<file path="src/rtl/ssm_pkg.sv">
package ssm_pkg;
    localparam int ADDR_W = 8;
    localparam int DATA_W = 8;

    typedef enum logic [2:0] {
        OP_IDLE    = 3'd0,
        OP_LOAD    = 3'd1,
        OP_STORE   = 3'd2,
        OP_PUSH_IN = 3'd3,
        OP_PUSH_MM = 3'd4,
        OP_POP     = 3'd5
    } ssm_op_e;

    typedef enum logic {
        ST_IDLE = 1'b0,
        ST_COPY = 1'b1
    } ssm_state_e;

    typedef struct packed {
        ssm_state_e        state;
        logic [ADDR_W-1:0] sp;
        logic [DATA_W-1:0] rdata;
        logic [DATA_W-1:0] hold;
        logic              busy;
        logic              done;
        logic              ovf;
        logic              udf;
    } ssm_regs_t;
endpackage

</file>
<file path="src/rtl/ssm_ram.sv">
module ssm_ram #(
    parameter int AW = 8,
    parameter int DW = 8
) (
    input  logic          clk,
    input  logic          we_i,
    input  logic [AW-1:0] waddr_i,
    input  logic [DW-1:0] wdata_i,
    input  logic [AW-1:0] raddr_i,
    output logic [DW-1:0] rdata_o
);
    localparam int DEPTH = 1 << AW;

    logic [DW-1:0] cells [DEPTH];

    always_ff @(posedge clk) begin
        if (we_i) begin
            cells[waddr_i] <= wdata_i;
        end
    end

    assign rdata_o = cells[raddr_i];
endmodule

</file>
<file path="src/rtl/ssm_agen.sv">
module ssm_agen #(
    parameter int AW = 8
) (
    input  logic [AW-1:0] base_i,
    input  logic [AW-1:0] offset_i,
    input  logic [AW-1:0] sp_i,
    output logic [AW-1:0] ea_o,
    output logic [AW-1:0] sp_up_o,
    output logic [AW-1:0] sp_dn_o,
    output logic          sp_top_o,
    output logic          sp_bot_o
);
    localparam logic [AW-1:0] TOP = '1;
    localparam logic [AW-1:0] BOT = '0;

    always_comb begin
        ea_o     = base_i + offset_i;
        sp_up_o  = sp_i + 1'b1;
        sp_dn_o  = sp_i - 1'b1;
        sp_top_o = (sp_i == TOP);
        sp_bot_o = (sp_i == BOT);
    end
endmodule

</file>
<file path="src/rtl/shared_stack_mem.sv">
module shared_stack_mem
    import ssm_pkg::*;
#(
    parameter int AW = ADDR_W,
    parameter int DW = DATA_W
) (
    input  logic          clk,
    input  logic          rst_n,
    input  logic          start_i,
    input  logic [2:0]    op_i,
    input  logic [AW-1:0] base_i,
    input  logic [AW-1:0] offset_i,
    input  logic [DW-1:0] wdata_i,
    output logic [DW-1:0] rdata_o,
    output logic          busy_o,
    output logic          done_o,
    output logic [AW-1:0] sp_o,
    output logic          ovf_o,
    output logic          udf_o
);
    localparam logic [AW-1:0] SP_INIT = '1;

    ssm_regs_t r_q, r_d;

    logic [AW-1:0] ea, sp_up, sp_dn;
    logic          sp_top, sp_bot;
    logic          mem_we;
    logic [AW-1:0] mem_waddr, mem_raddr;
    logic [DW-1:0] mem_wdata, mem_rdata;
    ssm_op_e       op;

    assign op = ssm_op_e'(op_i);

    ssm_agen #(.AW(AW)) u_agen (
        .base_i   (base_i),
        .offset_i (offset_i),
        .sp_i     (r_q.sp),
        .ea_o     (ea),
        .sp_up_o  (sp_up),
        .sp_dn_o  (sp_dn),
        .sp_top_o (sp_top),
        .sp_bot_o (sp_bot)
    );

    ssm_ram #(.AW(AW), .DW(DW)) u_ram (
        .clk     (clk),
        .we_i    (mem_we),
        .waddr_i (mem_waddr),
        .wdata_i (mem_wdata),
        .raddr_i (mem_raddr),
        .rdata_o (mem_rdata)
    );

    always_comb begin
        r_d       = r_q;
        r_d.done  = 1'b0;
        r_d.ovf   = 1'b0;
        r_d.udf   = 1'b0;
        mem_we    = 1'b0;
        mem_waddr = r_q.sp;
        mem_wdata = wdata_i;
        mem_raddr = ea;

        if (r_q.state == ST_COPY) begin
            // second step of memory push: write held byte at top of stack
            mem_we    = 1'b1;
            mem_waddr = r_q.sp;
            mem_wdata = r_q.hold;
            r_d.sp    = sp_dn;
            r_d.ovf   = sp_bot;
            r_d.done  = 1'b1;
            r_d.busy  = 1'b0;
            r_d.state = ST_IDLE;
        end else if (start_i) begin
            unique case (op)
                OP_LOAD: begin
                    mem_raddr = ea;
                    r_d.rdata = mem_rdata;
                    r_d.done  = 1'b1;
                end
                OP_STORE: begin
                    mem_we    = 1'b1;
                    mem_waddr = ea;
                    mem_wdata = wdata_i;
                    r_d.done  = 1'b1;
                end
                OP_PUSH_IN: begin
                    mem_we    = 1'b1;
                    mem_waddr = r_q.sp;
                    mem_wdata = wdata_i;
                    r_d.sp    = sp_dn;
                    r_d.ovf   = sp_bot;
                    r_d.done  = 1'b1;
                end
                OP_PUSH_MM: begin
                    mem_raddr = ea;
                    r_d.hold  = mem_rdata;
                    r_d.busy  = 1'b1;
                    r_d.state = ST_COPY;
                end
                OP_POP: begin
                    r_d.done = 1'b1;
                    if (sp_top) begin
                        r_d.udf   = 1'b1;
                        r_d.rdata = '0;
                    end else begin
                        mem_raddr = sp_up;
                        r_d.rdata = mem_rdata;
                        r_d.sp    = sp_up;
                    end
                end
                default: begin
                    r_d.done = 1'b0;
                end
            endcase
        end
    end

    always_ff @(posedge clk or negedge rst_n) begin
        if (!rst_n) begin
            r_q.state <= ST_IDLE;
            r_q.sp    <= SP_INIT;
            r_q.rdata <= '0;
            r_q.hold  <= '0;
            r_q.busy  <= 1'b0;
            r_q.done  <= 1'b0;
            r_q.ovf   <= 1'b0;
            r_q.udf   <= 1'b0;
        end else begin
            r_q <= r_d;
        end
    end

    assign rdata_o = r_q.rdata;
    assign busy_o  = r_q.busy;
    assign done_o  = r_q.done;
    assign sp_o    = r_q.sp;
    assign ovf_o   = r_q.ovf;
    assign udf_o   = r_q.udf;
endmodule

</file>
<file path="config.mk">
export PLATFORM = sky130hd
export DESIGN_NAME = shared_stack_mem
export DESIGN_NICKNAME = d
export VERILOG_FILES = /design/src/rtl/ssm_pkg.sv /design/src/rtl/ssm_ram.sv /design/src/rtl/ssm_agen.sv /design/src/rtl/shared_stack_mem.sv
export SDC_FILE = /design/constraint.sdc
export NUM_CORES = 2
export LEC_CHECK = 0
export BUFFER_PORTS_ARGS = -buffer_cell sky130_fd_sc_hd__buf_4
export CORE_UTILIZATION = 45
export CTS_CLUSTER_SIZE = 16
export DETAILED_ROUTE_END_ITERATION = 7
export PLACE_DENSITY = 0.69
export SLEW_MARGIN = 20
export SYNTH_ARGS = -nofsm -noshare
export SYNTH_HDL_FRONTEND = slang
export SYNTH_SLANG_ARGS = --single-unit
</file>
<file path="constraint.sdc">
create_clock -name clk -period 7.75 [get_ports clk]
set_input_delay 0.3875 -clock clk [delete_from_list [all_inputs] [get_ports clk]]
set_output_delay 0.3875 -clock clk [all_outputs]
set_load 0.02 [all_outputs]
</file>
==> metrics.md <==
| Metric | Value |
|---|---|
| Status | `complete, but fails checks` |
| Failing checks | `DRC` |
| Psw | `a little over 8 mW` |
| Worst slew margin | `a little over a tenth` |
| Synth area leader | `edfxtp_1` |
| Grt ovf | `0` |
| Num rows | `roughly 160` |
| Max-slew violations | `0` |
| Port-buffer cells | `49` |
| Die Height | `436.8 microns` |
| Initial Utilization | `approximately 45%` |
| End-of-flow core utilization | `between 50% and 60%` |
| Sequential Power Share | `46.9%` |
| Leak | `32.02 nW` |
| VDD IR max | `171.3 uV` |
| Gpl congestion | `between 0.9 and 1` |
| Area delta synth->final | `10.80%` |
| Ratio of cells with drive above 1 in the final layout | `roughly 9.2%` |
| Crit path from | `sp_o[0]$_DFFE_PN1P_` |
| GRT Util Overall | `between 20 and 30%` |
| Worst R2R End | `rdata_o[3]$_DFFE_PN0P_` |
| Die ar. | `about 0.19 sq mm` |
| Int Pwr | `between 15 and 20 mW` |
| Core Region | `between 0.15 and 0.2 sq mm` |
| Crit path time final | `between 6000 and 7000 ps` |
| Hold Buf Count CTS | `3` |
| Area fraction of the dominant cell type after synthesis | `between 70 and 80%` |
| First-pass GRT wire length | `381.1 mm` |
| Synth Warn # | `0` |
| Largest net degree at the start of global routing | `between 100 and 150` |
| Switching share of power | `between 30 and 40%` |
| Total Routed Length | `271.9 mm` |
| CP endpoint kind | `flip-flop` |
| Post-CTS setup buffers | `0` |
| Register bit count reported by yosys | `~2.1k` |
| Cell count after synthesis | `roughly 6.0k` |
| TritonRoute pass-1 iters | `8` |
| Clock Sinks | `between 2k and 2.5k` |
| Post-DRT Antenna Nets | `0` |
| Fin crit share | `86.39%` |
| Vias in the first global route | `between 50k and 60k` |
| Nets | `between 6k and 7k` |
| Synth Flop Type | `edfxtp_1` |
| Reg2Reg Depth | `12` |
| CTS tree | `done` |
| Post-route DRC violation count | `24` |
| Post-synth ARST share | `1.396%` |
| Share of power burned in the clock network | `34.0%` |
| Critical Path Source Type | `flip-flop` |
| Initial antenna violation count | `15` |
| Seq/Total Area, Yosys | `73.17%` |
| Post-route cell area | `approximately 0.094 sq mm` |
| Vias per Instance | `6.409` |
| CTS clk-pin slew, worst paths | `about 70 ps` |
| Setup Skew | `33.75 ps` |
| Pwr per Cell Area | `about 290 mW/mm^2` |
| Dpl ws | `about 1600 ps` |
| Syn_nets | `around 6.1k` |
| Vias | `55.49k` |
| Worst Slack Setup Final | `around 1100 ps` |
| Count leader, synth | `edfxtp_1` |
| Crit Path Class | `reg -> reg` |
| Cts repair resizes | `0` |
| WL/cell | `31.41 microns` |
| Clk Latency, worst-skew pair | `850 ps` |
| H-tree depth | `4` |
| Avg Cell Area, Syn | `roughly 14 sq um` |
| R2R Path Start | `sp_o[0]$_DFFE_PN1P_` |
| CP Max Fanout | `27` |
| Slew @ Worst Pin | `1333 ps` |
| Logic pwr share | `19.0%` |
| Post-synth EDFFs | `between 2k and 2.5k` |
| Synth Cell Area | `about 0.085 sq mm` |
| Initial DRC Count | `roughly 9.3k` |
| Final Hold Vio Count | `0` |
| Arrival time worst endpoint | `between 7000 and 8000 ps` |
| Synth top cells by count | `2,048 x edfxtp_1, 1,201 x nand2_1, 522 x nand3_1` |
| I/O pin cnt | `50` |
| R2R Setup Slk | `1050 ps` |
| Unique masters post-synth | `92` |
| Placed Area | `between 0.08 and 0.09 sq mm` |
| Fmax | `approximately 0.15 GHz` |
| Total CTS buffers | `roughly 200` |
| HPWL Detailed | `between 150 and 200 mm` |
| Root Buffer Master | `clkbuf_16` |
| Final setup violation count | `0` |
| Ranking of synthesized cells by area | `edfxtp_1 72%, nand2_1 5.3%, mux2i_1 4.5%, nand3_1 3.1%, nor2_1 1.5%` |
| Worst min path class | `in -> async` |
| Max clock buf depth | `3` |
| Max Cap Viol | `0` |
| Die X | `~440 microns` |
| CP Data Required Time | `8480 ps` |
| Setup TNS | `0 ps` |
| RSZ-0062 raised after global routing | `no` |
[logic make-up after synthesis]
logic type,Yosys count,synth area share [%]
fa+ha+maj,10,0.1559
compound gates,833,7.520
simple gates,2210,10.99
buf+inv,461,2.713
mux,426,5.293
xor+xnor,15,0.1545
flops,2077,73.17
[metal layers]
| layer | track usage (%) | part of all wire [%] |
|---|---|---|
| met5 | 0 | 0.025 |
| met4 | 15.38 | 6.3 |
| met3 | 8.698 | 14 |
| met2 | 40.25 | 43 |
| met1 | 37.26 | 36 |
[power groups by stage]
stage | combinational, mW | sequential (mW) | clock, mW
CTS | 4.95 | 12.8 | 9.29
detailed placement | 4.94 | 13.0 | 0
global placement | 4.90 | 13.0 | 0
floorplan | 2.84 | 12.9 | 0
global route | 5.24 | 12.8 | 9.70
finish | 5.18 | 12.8 | 9.27
[cell type report]
cell class	count	area, sq um
Sequential cell	2077	62230
Timing Repair Buffer	207	1841
Multi-Input combinational cell	3494	20850
Clock buffer	243	5081
Clock inverter	98	959.7
Inverter	34	130.1
Antenna cell	10	25.02
Tap cell	2495	3122
Fill cell	15520	93560
[stage by stage]
stage	power (mW)	hold slack, ps	instances
after detailed placement	17.95	368.8	8304
after CTS	27.02	9.281	8648
after global routing	27.72	47.28	8648
final	27.23	40.58	8658
after floorplan	15.74	91.91	6032
after global placement	17.90	359.7	8303
[how the worst max path moves through the flow]
stage,endpoint,depth (start not counted),slack [ps]
3_3_place_gp,rdata_o[3]$_DFFE_PN0P_,15,1670
2_1_floorplan,r_q[5]$_DFFE_PN0P_,16,4250
6_report,rdata_o[3]$_DFFE_PN0P_,12,1050
5_1_grt,rdata_o[3]$_DFFE_PN0P_,12,1310
4_1_cts,rdata_o[3]$_DFFE_PN0P_,12,1580
3_5_place_dp,rdata_o[3]$_DFFE_PN0P_,12,1580
[cell usage in the layout, fill, tap and decap left out, types with 63 or more instances in the layout]
cell type	instances
a32oi_1	63
buf_4	181
a211oi_1	150
mux2i_1	381
nand2_1	1199
a21oi_1	91
o211a_1	90
nand3_1	520
edfxtp_1	2048
nor2_1	324
clkbuf_16	196
a31oi_1	77
[registers in the layout (all words and copies together), names as in the netlist]
name	count
busy_o	1
r_q	9
ovf_o	1
sp_o	8
u_ram.cells	2048
udf_o	1
done_o	1
rdata_o	8
[critical path, cell delays in order (launching register included)]
cell	delay, ps
dfstp_2	420
ha_1	300
and4_1	260
a211oi_4	400
buf_4	520
mux2i_2	1000
nand2_1	780
buf_4	440
nor2_1	1010
nand4_1	650
o21ai_0	420
nor3_1	100
a221o_1	270
No activity file was read; power rests on OpenSTA's default activity.
